$ cat src/rtl/pwmc_pkg.sv
// Package: shared register-map encoding for the dual-compare PWM channel.
// Assumes a four-entry map addressed by two bits.
package pwmc_pkg;

    localparam int ADDR_W = 2;

    typedef enum logic [ADDR_W-1:0] {
        ADR_MODE = 2'd0,
        ADR_CMPA = 2'd1,
        ADR_CMPB = 2'd2,
        ADR_CNT  = 2'd3
    } reg_addr_e;

endpackage

$ cat src/rtl/pwmc_counter.sv
// Free-running up counter. Steps by one on every tick cycle and wraps
// naturally at 2**CNT_W. Also exposes the value it will hold after the
// coming edge, so that compare units can spot writes equal to the count.
module pwmc_counter #(
    parameter int CNT_W = 16
) (
    input  logic             clk,
    input  logic             rst_n,
    input  logic             tick,
    output logic [CNT_W-1:0] cnt_q,
    output logic [CNT_W-1:0] cnt_nxt
);

    // Next count: advance only on a tick.
    always_comb begin
        cnt_nxt = tick ? cnt_q + CNT_W'(1) : cnt_q;
    end

    // Count register with synchronous reset.
    always_ff @(posedge clk) begin
        if (!rst_n) cnt_q <= '0;
        else        cnt_q <= cnt_nxt;
    end

endmodule

$ cat src/rtl/pwmc_cmp_unit.sv
// One compare register and its match detector. A match is a tick cycle
// where the counter equals the register. A write that leaves the register
// equal to the post-edge count arms a suppress flag. The flag masks that
// one coincidence and drops on the next tick, so the next match needs a
// full trip around the counter.
module pwmc_cmp_unit #(
    parameter int CNT_W = 16
) (
    input  logic             clk,
    input  logic             rst_n,
    input  logic             wr,
    input  logic [CNT_W-1:0] wdata,
    input  logic             tick,
    input  logic [CNT_W-1:0] cnt_q,
    input  logic [CNT_W-1:0] cnt_nxt,
    output logic [CNT_W-1:0] cmp_q,
    output logic             hit
);

    logic skip_q;

    // Match detect: equal on a tick and not suppressed by a fresh write.
    always_comb begin
        hit = tick && (cnt_q == cmp_q) && !skip_q;
    end

    // Compare register and suppress flag; a write takes priority over the tick clear.
    always_ff @(posedge clk) begin
        if (!rst_n) begin
            cmp_q  <= '0;
            skip_q <= 1'b0;
        end else if (wr) begin
            cmp_q  <= wdata;
            skip_q <= (wdata == cnt_nxt);
        end else if (tick) begin
            skip_q <= 1'b0;
        end
    end

endmodule

$ cat src/rtl/pwmc_wave.sv
// Output stage. Works out the effective PWM mode, with the combined-mode
// override when OVERRIDE_EN is set, and holds the waveform level: clear
// wins over set. The level is forced to 0 whenever PWM is inactive, so
// every entry into PWM starts low.
module pwmc_wave #(
    parameter bit OVERRIDE_EN = 1'b1
) (
    input  logic       clk,
    input  logic       rst_n,
    input  logic       pwm_bit,
    input  logic [1:0] combo_mode,
    input  logic       hit_set,
    input  logic       hit_clr,
    output logic       pin_out,
    output logic       pin_oe,
    output logic       pwm_active
);

    logic lvl_q;
    logic eff;

    // Effective mode: the per-channel bit, gated by the override when present.
    generate
        if (OVERRIDE_EN) begin : g_ovr
            always_comb eff = pwm_bit && (combo_mode == 2'd0);
        end else begin : g_plain
            always_comb eff = pwm_bit || (1'b0 && (combo_mode != 2'd0));
        end
    endgenerate

    // Waveform level: zero when inactive, clear beats set, else hold.
    always_ff @(posedge clk) begin
        if (!rst_n)       lvl_q <= 1'b0;
        else if (!eff)    lvl_q <= 1'b0;
        else if (hit_clr) lvl_q <= 1'b0;
        else if (hit_set) lvl_q <= 1'b1;
    end

    // Pin drive: masked by the mode in the same cycle the mode drops.
    always_comb begin
        pwm_active = eff;
        pin_oe     = eff;
        pin_out    = lvl_q && eff;
    end

endmodule

$ cat src/rtl/pwm_dual_cmp_chan.sv
// Top of the dual-compare PWM channel. Holds the mode bit, decodes register
// writes, instantiates the counter, two compare units (A sets, B clears)
// and the output stage, and muxes read data. Assumes a single clock and
// that reg_addr is stable for combinational reads.
module pwm_dual_cmp_chan #(
    parameter int CNT_W       = 16,
    parameter bit OVERRIDE_EN = 1'b1
) (
    input  logic             clk,
    input  logic             rst_n,
    input  logic             cnt_tick,
    input  logic             reg_we,
    input  logic [1:0]       reg_addr,
    input  logic [CNT_W-1:0] reg_wdata,
    output logic [CNT_W-1:0] reg_rdata,
    input  logic [1:0]       combo_mode,
    output logic             pin_out,
    output logic             pin_oe,
    output logic             pwm_active
);

    import pwmc_pkg::*;

    localparam int N_CMP = 2;

    logic [CNT_W-1:0] cnt_q;
    logic [CNT_W-1:0] cnt_nxt;
    logic [CNT_W-1:0] cmp_val [N_CMP];
    logic [N_CMP-1:0] hit;
    logic             pwm_bit;

    pwmc_counter #(.CNT_W(CNT_W)) u_cnt (
        .clk     (clk),
        .rst_n   (rst_n),
        .tick    (cnt_tick),
        .cnt_q   (cnt_q),
        .cnt_nxt (cnt_nxt)
    );

    // Compare units: index 0 is A (address 1), index 1 is B (address 2).
    generate
        for (genvar gi = 0; gi < N_CMP; gi++) begin : g_cmp
            localparam logic [ADDR_W-1:0] SEL = ADDR_W'(gi + 1);
            pwmc_cmp_unit #(.CNT_W(CNT_W)) u_unit (
                .clk     (clk),
                .rst_n   (rst_n),
                .wr      (reg_we && (reg_addr == SEL)),
                .wdata   (reg_wdata),
                .tick    (cnt_tick),
                .cnt_q   (cnt_q),
                .cnt_nxt (cnt_nxt),
                .cmp_q   (cmp_val[gi]),
                .hit     (hit[gi])
            );
        end
    endgenerate

    // Mode bit register, written through data bit 0.
    always_ff @(posedge clk) begin
        if (!rst_n)                                 pwm_bit <= 1'b0;
        else if (reg_we && (reg_addr == ADR_MODE))  pwm_bit <= reg_wdata[0];
    end

    pwmc_wave #(.OVERRIDE_EN(OVERRIDE_EN)) u_wave (
        .clk        (clk),
        .rst_n      (rst_n),
        .pwm_bit    (pwm_bit),
        .combo_mode (combo_mode),
        .hit_set    (hit[0]),
        .hit_clr    (hit[1]),
        .pin_out    (pin_out),
        .pin_oe     (pin_oe),
        .pwm_active (pwm_active)
    );

    // Read mux over the four map entries.
    always_comb begin
        unique case (reg_addr)
            ADR_MODE: reg_rdata = {{(CNT_W-1){1'b0}}, pwm_bit};
            ADR_CMPA: reg_rdata = cmp_val[0];
            ADR_CMPB: reg_rdata = cmp_val[1];
            default:  reg_rdata = cnt_q;
        endcase
    end

endmodule

$ cat config.mk
export PLATFORM = sky130hd
export DESIGN_NAME = pwm_dual_cmp_chan
export DESIGN_NICKNAME = d
export VERILOG_FILES = /design/src/rtl/pwmc_pkg.sv /design/src/rtl/pwmc_counter.sv /design/src/rtl/pwmc_cmp_unit.sv /design/src/rtl/pwmc_wave.sv /design/src/rtl/pwm_dual_cmp_chan.sv
export SDC_FILE = /design/constraint.sdc
export NUM_CORES = 1
export LEC_CHECK = 0
export ABC_CLOCK_PERIOD_IN_PS = 4410
export BUFFER_PORTS_ARGS = -buffer_cell sky130_fd_sc_hd__buf_2
export CORE_MARGIN = 1.5
export CORE_UTILIZATION = 46
export DETAILED_ROUTE_END_ITERATION = 16
export GPL_TIMING_DRIVEN = 0
export PLACE_DENSITY_LB_ADDON = 0.15
export SLEW_MARGIN = 20
export SYNTH_ARGS = -nofsm -noshare
export SYNTH_HDL_FRONTEND = slang
export SYNTH_SLANG_ARGS = --single-unit
$ cat constraint.sdc
create_clock -name clk -period 4.41 [get_ports clk]
set_clock_uncertainty 0.15 [all_clocks]
set_input_delay 1.323 -clock clk [delete_from_list [all_inputs] [get_ports clk]]
set_output_delay 1.323 -clock clk [all_outputs]
set_load 0.01 [all_outputs]
Word-level counts from Yosys, hierarchy flattened

Cells that the tools add are included.
Widths: inputs -> output; s select.

Bits of input ports: 24
Logic and storage cells: 36
Register bits: 52
Output and inout bits: 19

Reductions and logical operators: 16
Muxes and demuxes: 5
Eq/ne operators: 5
Add/sub/neg operators: 1
Bitwise logic cells: 2

Operators by type and width:

| kind                  | number |
|---|---|
| $eq 16x16->1          | 3 |
| $pmux 16 s3           | 1 |
| $add 16x1->16 const B | 1 |
| $mux 16               | 1 |
| $logic_and 1x1->1     | 9 |
| $logic_not 2->1       | 2 |
| $reduce_bool 2->1     | 2 |
| $mux 1                | 3 |
| $reduce_or 3->1       | 1 |
| $eq 2x1->1 const B    | 1 |
| $eq 2x2->1 const B    | 1 |
| $logic_not 1->1       | 2 |
| $not 1->1             | 2 |

Logic depth before layout (Yosys ltp)

Gate-level depths: netlist of the first run.

Depth after elaboration: 4
Depth in mapped cells: 8
Depth with buffers taken out: 7

Modules after synthesis

Synthesis of the first run repeated with hierarchy kept, for this count alone.

Cells, all modules: 337
Area, all modules: 3,352.0 µm²

By module, submodules not included:

| module            | instances | area an instance (µm²) | cells an instance | sequential area each (µm²) |
|---|---|---|---|---|
| pwmc_cmp_unit     | 2         | 999.7                  | 98                | 340.3 |
| pwmc_counter      | 1         | 820.8                  | 91                | 320.3 |
| pwm_dual_cmp_chan | 1         | 469.2                  | 44                | 20.0 |
| pwmc_wave         | 1         | 62.6                   | 6                 | 20.0 |

Worst setup path after synthesis of the first run

OpenSTA, ideal clock, no wires.

Path type: in2out
From: input reg_addr[0]
To: output reg_rdata[13]
Cell stages on the path: 4
Setup slack: 391 ps
Data arrival time: 2,546 ps
Data required time: 2,937 ps
Buffers on the path: 2
Cell sequence: clkbuf_1 buf_1 mux2_2 a22o_1

Cells in the longest elaborated chain, start to end: 2
Elaborated cells between the ends (all ways): 4
Those cells by class: 2 x eq/ne; 1 x mux; 1 x reduce/logical

RTL lines:

| what                               | line                    | RTL |
|---|---|---|
| start, declared                    | pwm_dual_cmp_chan.sv:13 | `input logic [1:0] reg_addr,` |
| $eq 2x2->1 (tied with other cells) | pwm_dual_cmp_chan.sv:78 | `unique case (reg_addr)` |
| $pmux 16 s3 *                      | pwm_dual_cmp_chan.sv:78 |  |
| end, declared                      | pwm_dual_cmp_chan.sv:15 | `output logic [CNT_W-1:0] reg_rdata,` |

Every way passes the cells marked *; elsewhere a longest branch is shown, timed or not.

Worst setup path in the final report of the first run

From: input reg_addr[1]
To: output reg_rdata[2]

Same word-level chain as after synthesis.

==> results.py, run 1 <==
metrics = {
    "run_status": {
        "outcome": "complete, no violations",
    },
    "power": {
        "combPwrFrac_pct": 15.5,
        "vdd_drop_max_mv": 0.1318,
        "clkPwrFrac_pct": 31.5,
        "p_leak_nw": 1.481,
        "power_density_nw_per_um2": 256.7,
        "pwr-share-seq_pct": 53.0,
        "swShare_pct": 28.23,
        "power.net_switching_w": 0.0002613,
        "cell_internal_pwr_w": 0.0006644,
    },
    "timing": {
        "max_slew_margin_pct": 56.67,
        "fmax_mhz": 236.2,
        "finalHoldViolCount": 0,
        "setup_viol": 0,
        "finalMaxSlewViolations": 0,
        "post-route-period-util_pct": 96.00,
        "holdWs_ns": 0.3302,
        "min_period_ns": 4.234,
        "rsz0062_at_grt": "false",
        "worstMarginPinSlew_ns": 0.6500,
    },
    "worst_setup_path": {
        "reg2regPathDepth": 7,
        "crit_required_ns": 2.94,
        "path_buf_inv": 4,
        "crit_arrival_ns": 2.76,
        "slowest_stage": "clkbuf_1",
        "critPathMaxFanout": 10,
        "path_delay_family": "buffers and inverters",
        "crit_chain": "buf_2 > nor2b_1 > clkbuf_1 > clkbuf_1 > a22o_1 > buf_2",
        "crit_cells": 6,
        "worst_setup_path_start_kind": "primary input",
        "crit_path_max_incr_delay_ns": 0.50,
        "endpoint_kind": "output port",
        "critical_path_class": "in2out",
    },
    "drt": {
        "vias": 2860,
        "viasPerCell": 5.586,
        "drt_iter0_markers": 219,
        "drt-pass1-iter-count": 5,
        "finalWirelength_um": 9195,
        "wl_per_cell_um": 17.96,
        "ant_nets": 0,
        "drc": 0,
    },
    "die": {
        "die_w_um": 86.42,
        "die_h_um": 86.42,
        "die_area_sq_um": 7468,
        "start_util_pct": 47.37,
        "core.rowCount": 30,
        "ios": 43,
        "coreArea_sq_um": 6756,
    },
    "min_path": {
        "holdPathStages": 2,
        "min_path_type": "reg2reg",
    },
    "logic_synthesis": {
        "synth_ff_type": "dfxtp_1",
        "synthesis.nets": 407,
        "syn_inst": 382,
        "ys_ff_latch": 52,
        "avgSynthCellArea_sq_um": 8.378,
        "synthArstFlopShare_pct": 0,
        "synth.yosys.seq_area_share_pct": 32.53,
        "yosys_warnings": 0,
        "synth_edf_count": 0,
        "ys_types": 48,
        "synth_area_sq_um": 3201,
    },
    "cts": {
        "hold_buffers": 0,
        "post_cts_buffers": 0,
        "cts.sinks": 52,
        "clk_pin_slew_worst_paths_ns": 0.09,
        "htreeDepth": 2,
        "insertion_delay_ns": 0.31,
        "root_buffer": "clkbuf_8",
        "cts_tree": "built",
        "cts_buffers": 5,
        "ctsResizeCount": 1,
        "clk_path_buf_depth": 2,
    },
    "final_layout": {
        "fin_util_pct": 53.37,
        "layout_common_cells": "71 x nand2_1, 52 x buf_2, 52 x dfxtp_1",
        "nNetsFinal": 456,
        "layoutNonFillerInstCount": 512,
        "area_delta_synth_final_pct": 12.67,
        "drive_gt1_share_pct": 21.06,
        "mostFrequentLayoutCell": "nand2_1",
        "diodes": 0,
    },
    "placement": {
        "numPortBuffers": 42,
        "dp_hpwl_um": 6755,
        "gp_congestion": 0.9032,
        "place_inst": 504,
    },
    "grt": {
        "grt.overflow.total": 0,
        "grt_pass1_wl_um": 14520,
        "grt_pass1_vias": 2609,
        "antenna_found_initial": 0,
        "grt_usage_pct": 25.50,
        "grt_start_max_net_pins": 16,
    },
    "run": {
        "maxCapViolCount": 0,
    },
}
[stage by stage]
stage	setup slack [ns]	total power, W	cell area, sq um	setup TNS, ns
2_1_floorplan	0.3913	0.0005886	3201	0
3_3_place_gp	-0.2091	0.0006418	3511	-1.572
3_5_place_dp	-0.2191	0.0006434	3511	-1.665
4_1_cts	0.009893	0.0009317	3605	0
5_1_grt	0.04233	0.0009615	3606	0
6_report	0.1765	0.0009258	3606	0
[final timing paths]
path,slack [ns],start,end
setup / recovery,0.18,reg_addr[1],reg_rdata[2]
hold / removal,0.33,g_cmp[0].u_unit.skip_q,g_cmp[0].u_unit.skip_q
setup reg to reg,1.81,u_cnt.cnt_q[10],g_cmp[1].u_unit.skip_q
hold reg to reg,0.33,g_cmp[0].u_unit.skip_q,g_cmp[0].u_unit.skip_q
[routing by layer]
layer	up-vias	global-route usage, %	wire (um)
met5	-	0	0
met4	0	3.812	43
met3	4	3.143	521
met2	121	42.40	4314
met1	1328	36.18	4314
li1	1407	-	-
[sequential cells by signal, indices dropped and copies added (netlist names)]
register / cells
g_cmp.u_unit.skip_q: 2
u_wave.lvl_q: 1
g_cmp.u_unit.cmp_q: 32
pwm_bit: 1
u_cnt.cnt_q: 16
[power by group through the flow]
stage | Sequential (W) | Combinational (W) | Clock, W
floorplan | 0.000500 | 0.0000890 | 0
global placement | 0.000501 | 0.000141 | 0
detailed placement | 0.000502 | 0.000142 | 0
CTS | 0.000491 | 0.000142 | 0.000299
global route | 0.000493 | 0.000155 | 0.000314
finish | 0.000491 | 0.000143 | 0.000292
[cells in the mapped netlist (4+ instances only)]
cell type   n  share of area (%)
inv_1       5               0.59
a21oi_1    33                5.2
nor2_1     22                2.6
xor2_1     24                6.6
mux2_2     15                5.3
clkbuf_1   16                1.9
a22o_1     15                4.1
nor4_1      7                1.4
nand2_1    71                8.3
xnor2_1    35                9.6
and2_1      4               0.78
nand4_1    11                2.2
nand3_1     9                1.4
dfxtp_1    52                 33
buf_2       9                1.4
buf_6       5                1.8
[cells by family after synthesis]
group | after synthesis | share of synthesized area (%)
DFF | 52 | 32.53
adders and majority gates | 1 | 0.3909
muxes | 18 | 6.607
xor gates and xnor gates | 62 | 18.26
buffers and inverters | 40 | 6.450
and+or+nand+nor | 146 | 22.99
AOI/OAI and AO/OA | 63 | 12.78
[tightest hold or removal path: cells and delay by family, from the launching register on]
| kind | cells | cell delay [ns] |
|---|---|---|
| AOI/OAI and AO/OA | 1 | 0.06 |
| DFF | 1 | 0.32 |
| and+or+nand+nor | 1 | 0.06 |
[final cells by class]
type | count | area (sq um)
buffer | 35 | 190.2
clock buffer | 6 | 82.58
clock inverter | 2 | 10.01
fill | 685 | 3151
inverter | 5 | 18.77
multi-input combinational | 290 | 1953
sequential | 52 | 1041
tap | 80 | 100.1
timing repair buffer | 42 | 210.2
Note: power is estimated with default switching activity, not from simulation.
==> inputs of run 2 (changes only) <==
--- a/config.mk
+++ b/config.mk
@@ -11,6 +11,7 @@
 export CORE_UTILIZATION = 46
 export DETAILED_ROUTE_END_ITERATION = 16
 export GPL_TIMING_DRIVEN = 0
+export MAX_ROUTING_LAYER = met4
 export PLACE_DENSITY_LB_ADDON = 0.15
 export SLEW_MARGIN = 20
 export SYNTH_ARGS = -nofsm -noshare
==> run 2 against run 1 <==
Net effect:
- flip-flop and latch count stayed put
- clock power hardly changed
- wire length hardly changed
- register-to-register slack hardly changed
- final area stayed put
- critical path type unchanged
- setup slack worse by 0.041 ns
==> results.py, run 2 (synthesis results as in run 1) <==
metrics = {
    "worst_setup_path": {
        "crit_arrival_ns": 2.80,
        "worst_setup_path_start_kind": "primary input",
        "reg2reg_from": "u_cnt.cnt_q[11]",
        "worstSetupStartpoint": "reg_addr[1]",
        "critical_path_class": "in2out",
        "endpoint_kind": "output port",
        "crit_required_ns": 2.94,
        "critPathMaxFanout": 10,
    },
    "placement": {
        "place_inst": 504,
        "dpl_cell_area_sq_um": 3511,
        "numPortBuffers": 42,
        "gp_congestion": 0.9187,
        "dp_hpwl_um": 6755,
    },
    "cts": {
        "htreeDepth": 2,
        "cts_buffers": 5,
        "clk_pin_slew_worst_paths_ns": 0.09,
        "hold_buffers": 0,
        "insertion_delay_ns": 0.31,
        "cts_tree": "built",
        "root_buffer": "clkbuf_8",
        "clk_path_buf_depth": 2,
        "cts.sinks": 52,
    },
    "drt": {
        "drc": 0,
        "ant_nets": 0,
        "drt_iter0_markers": 246,
        "viasPerCell": 5.568,
        "finalWirelength_um": 9202,
        "drt-pass1-iter-count": 5,
        "wl_per_cell_um": 17.97,
        "vias": 2851,
    },
    "grt": {
        "antenna_found_initial": 0,
        "grt_pass1_vias": 2617,
        "grt_pass1_wl_um": 14520,
        "grt_start_max_net_pins": 16,
        "grt_usage_pct": 26.28,
        "grt.overflow.total": 0,
    },
    "run": {
        "maxCapViolCount": 0,
    },
    "timing": {
        "finalHoldViolCount": 0,
        "max_slew_margin_pct": 55.25,
        "finalMaxSlewViolations": 0,
        "setup_viol": 0,
        "holdWs_ns": 0.3284,
        "post-route-period-util_pct": 96.92,
        "fmax_mhz": 234.0,
        "min_period_ns": 4.274,
        "worstMarginPinSlew_ns": 0.6713,
        "rsz0062_at_grt": "false",
    },
    "final_layout": {
        "final_area_sq_um": 3606,
        "nNetsFinal": 456,
        "top_regs": "g_cmp.u_unit.cmp_q: 32 flops, u_cnt.cnt_q: 16 flops, g_cmp.u_unit.skip_q: 2 flops",
        "mostFrequentLayoutCell": "nand2_1",
        "drive_gt1_share_pct": 21.06,
        "area_delta_synth_final_pct": 12.67,
        "diodes": 0,
        "layout_common_cells": "71 x nand2_1, 52 x buf_2, 52 x dfxtp_1",
        "largest_reg_flops": 32,
        "fin_util_pct": 53.37,
        "top_register": "g_cmp.u_unit.cmp_q",
        "layoutNonFillerInstCount": 512,
    },
    "min_path": {
        "min_path_type": "reg2reg",
        "min_from": "g_cmp[0].u_unit.skip_q",
    },
    "die": {
        "die_w_um": 86.42,
        "die_h_um": 86.42,
        "die_area_sq_um": 7468,
        "start_util_pct": 47.37,
        "ios": 43,
        "coreArea_sq_um": 6756,
        "core.rowCount": 30,
    },
    "run_status": {
        "outcome": "complete, no violations",
    },
    "power": {
        "p_leak_nw": 1.481,
        "power_density_nw_per_um2": 257.2,
        "vdd_drop_max_mv": 0.1324,
    },
}
run 2: what timing repair did:
action	in CTS	in global routing
gates resized for setup	1	2
buffers inserted	0	0
pin swaps	0	0
cloned	0	0
endpoints found under the setup margin	9	8
run 2: area by class of cell:
cell class | count | area, sq um
Fill cell | 685 | 3151
Multi-Input combinational cell | 290 | 1953
Sequential cell | 52 | 1041
Timing Repair Buffer | 42 | 210.2
Buffer | 35 | 190.2
Tap cell | 80 | 100.1
Clock buffer | 6 | 82.58
Inverter | 5 | 18.77
Clock inverter | 2 | 10.01
run 2: report_power, final:
group / total (W) / internal, W / switching [W]
sequential: 0.000491 / 0.000481 / 0.00000977
combinational: 0.000143 / 0.0000573 / 0.0000856
clock: 0.000294 / 0.000126 / 0.000168
total: 0.000928 / 0.000664 / 0.000263
run 2: final timing paths:
check	end	slack (ns)	cells past startpoint
min	g_cmp[0].u_unit.skip_q	0.33	2
min reg2reg	g_cmp[0].u_unit.skip_q	0.33	2
max	reg_rdata[2]	0.14	6
max reg2reg	g_cmp[1].u_unit.skip_q	1.81	7
run 2: through the flow:
stage | setup WS (ns) | power, W | TNS [ns]
2_1_floorplan | 0.3913 | 0.0005886 | 0
6_report | 0.1358 | 0.0009275 | 0
5_1_grt | 0.04233 | 0.0009628 | 0
3_5_place_dp | -0.2191 | 0.0006434 | -1.665
4_1_cts | 0.009893 | 0.0009317 | 0
3_3_place_gp | -0.2091 | 0.0006418 | -1.572
run 2: critical path: stages:
cell and delay [ns]:
buf_2 0.10, nor2b_1 0.10, clkbuf_1 0.35, clkbuf_1 0.51, a22o_1 0.26, buf_2 0.14
run 2: metal layers:
layer | track usage, % | share of wire, % | up-vias
li1 | - | - | 1407
met1 | 36.48 | 47 | 1346
met2 | 42.26 | 47 | 90
met3 | 2.952 | 5.3 | 8
met4 | 3.812 | 0.83 | 0
met5 | - | 0 | -
==> inputs of run 3 (changes only) <==
--- a/config.mk
+++ b/config.mk
@@ -8,7 +8,8 @@
 export ABC_CLOCK_PERIOD_IN_PS = 4410
 export BUFFER_PORTS_ARGS = -buffer_cell sky130_fd_sc_hd__buf_2
 export CORE_MARGIN = 1.5
-export CORE_UTILIZATION = 46
+export CORE_UTILIZATION = 58
+export CTS_CLUSTER_SIZE = 30
 export DETAILED_ROUTE_END_ITERATION = 16
 export GPL_TIMING_DRIVEN = 0
 export MAX_ROUTING_LAYER = met4
==> run 3 against run 2 <==
Net effect:
- core utilization increased by 16 points
- first-iteration DRC count increased by 7.7%
- non-clock buffer count stayed put
- register-to-register slack about the same
- flip-flop and latch count unchanged
- sequential share of layout area grew 0.12 points
- highest routed layer unchanged
- largest cell class unchanged
- global-route usage grew 5.5 points
- setup slack worse by 0.031 ns
- hold slack got worse by 0.0038 ns
- clock power fell by 2%
==> results.py, run 3 (synthesis results as in run 1) <==
metrics = {
    "run_status": {
        "outcome": "complete, no violations",
    },
    "worst_setup_path": {
        "crit_path_max_incr_delay_ns": 0.50,
        "critical_path_class": "in2out",
        "critPathMaxFanout": 10,
        "endpoint_kind": "output port",
        "crit_required_ns": 2.94,
        "crit_arrival_ns": 2.83,
        "slowest_stage": "clkbuf_1",
        "worst_setup_path_start_kind": "primary input",
        "crit_chain": "buf_2 > nor2b_1 > clkbuf_1 > clkbuf_1 > a22o_1 > buf_2",
    },
    "cts": {
        "cts.sinks": 52,
        "insertion_delay_ns": 0.31,
        "ctsResizeCount": 1,
        "clk_path_buf_depth": 2,
        "cts_tree": "built",
        "htreeDepth": 2,
        "root_buffer": "clkbuf_8",
        "clk_pin_slew_worst_paths_ns": 0.09,
        "post_cts_buffers": 0,
        "hold_buffers": 0,
        "cts_buffers": 5,
    },
    "grt": {
        "grt_usage_pct": 31.75,
        "grt_start_max_net_pins": 15,
        "grt.met3_usage_pct": 5.000,
        "globalRoute.busiestLayer": "met2",
        "grt_util_met2_pct": 49.47,
        "antenna_found_initial": 0,
        "grt_pass1_wl_um": 14150,
        "grt_pass1_vias": 2824,
        "met1_usage_pct": 40.01,
        "grt.overflow.total": 0,
    },
    "final_layout": {
        "nNetsFinal": 456,
        "drive_gt1_share_pct": 20.60,
        "mostFrequentLayoutCell": "nand2_1",
        "fillers": 454,
        "diodes": 0,
        "area_delta_synth_final_pct": 12.20,
        "layout_common_cells": "71 x nand2_1, 52 x buf_2, 52 x dfxtp_1",
        "largest_reg_flops": 32,
        "top_regs": "g_cmp.u_unit.cmp_q: 32 flops, u_cnt.cnt_q: 16 flops, g_cmp.u_unit.skip_q: 2 flops",
        "layoutNonFillerInstCount": 502,
        "top_register": "g_cmp.u_unit.cmp_q",
    },
    "timing": {
        "fin_ws_ns": 0.1044,
        "holdWs_ns": 0.3246,
        "fmax_mhz": 232.3,
        "post-route-period-util_pct": 97.63,
        "fin_setup_tns_ns": 0,
        "finalMaxSlewViolations": 0,
        "worstMarginPinSlew_ns": 0.6912,
        "max_slew_margin_pct": 53.92,
        "rsz0062_at_grt": "false",
        "min_period_ns": 4.306,
        "setup_viol": 0,
        "finalHoldViolCount": 0,
    },
    "placement": {
        "gp_congestion": 0.9500,
        "place_inst": 494,
        "pre_cts_ws_ns": -0.1361,
        "dp_hpwl_um": 6664,
        "numPortBuffers": 42,
    },
    "power": {
        "p_leak_nw": 1.475,
        "power.net_switching_w": 0.0002550,
        "combPwrFrac_pct": 15.5,
        "power_density_nw_per_um2": 256.7,
        "pwr-share-seq_pct": 53.3,
        "clkPwrFrac_pct": 31.2,
        "swShare_pct": 27.66,
        "total_power_w": 0.0009220,
        "vdd_drop_max_mv": 0.1490,
        "cell_internal_pwr_w": 0.0006669,
    },
    "drt": {
        "wl_per_cell_um": 18.01,
        "ant_nets": 0,
        "vias": 2961,
        "finalWirelength_um": 9042,
        "drc": 0,
        "viasPerCell": 5.898,
        "drt-pass1-iter-count": 5,
        "drt_iter0_markers": 265,
    },
    "die": {
        "ios": 43,
        "die_area_sq_um": 5973,
        "core.rowCount": 26,
        "die_h_um": 77.29,
        "coreArea_sq_um": 5205,
        "start_util_pct": 61.49,
        "die_w_um": 77.29,
    },
    "run": {
        "maxCapViolCount": 0,
    },
    "min_path": {
        "min_path_type": "reg2reg",
    },
}
==> run 3: worst paths after layout <==
path	cells after the start	to	start	slack (ns)
max	6	reg_rdata[7]	reg_addr[1]	0.10
max reg2reg	8	g_cmp[1].u_unit.skip_q	u_cnt.cnt_q[3]	1.80
min	2	g_cmp[0].u_unit.skip_q	g_cmp[0].u_unit.skip_q	0.32
min reg2reg	2	g_cmp[0].u_unit.skip_q	g_cmp[0].u_unit.skip_q	0.32
==> run 3: layout make-up <==
| cell class | instances | area (sq um) | share of cell area (%) |
|---|---|---|---|
| well taps | 70 | 87.58 | 2.439 |
| inverters | 5 | 18.77 | 0.5226 |
| flip-flops and latches | 52 | 1041 | 28.99 |
| clock buffers | 8 | 90.09 | 2.509 |
| plain buffers | 35 | 190.2 | 5.296 |
| repair buffers | 42 | 210.2 | 5.854 |
| multi-input cells | 290 | 1953 | 54.39 |
==> run 3: metal layers <==
layer,vias to the layer above,share of wire (%)
met1,1389,43
met3,25,7.0
met2,140,46
met4,0,3.8
li1,1407,-
met5,-,0
==> run 3: stage by stage <==
| step | cell area [sq um] | utilization (%) |
|---|---|---|
| after floorplan | 3201 | - |
| after global routing | 3591 | 68.99 |
| final | 3591 | 68.99 |
| after detailed placement | 3498 | 67.21 |
| after CTS | 3590 | 68.97 |
| after global placement | 3498 | 67.21 |
==> run 3: power by group through the flow <==
stage / combinational [W] / clock [W] / sequential [W]
detailed placement: 0.000139 / 0 / 0.000502
finish: 0.000143 / 0.000288 / 0.000491
CTS: 0.000140 / 0.000289 / 0.000491
global placement: 0.000136 / 0 / 0.000501
global route: 0.000153 / 0.000308 / 0.000493
floorplan: 0.0000890 / 0 / 0.000500
==> run 3: worst max-delay path: cells and delay by family <==
family / cells / cell delay [ns]
AO/OA/AOI/OAI: 1 / 0.26
buffers and inverters: 4 / 1.12
AND/OR/NAND/NOR: 1 / 0.11
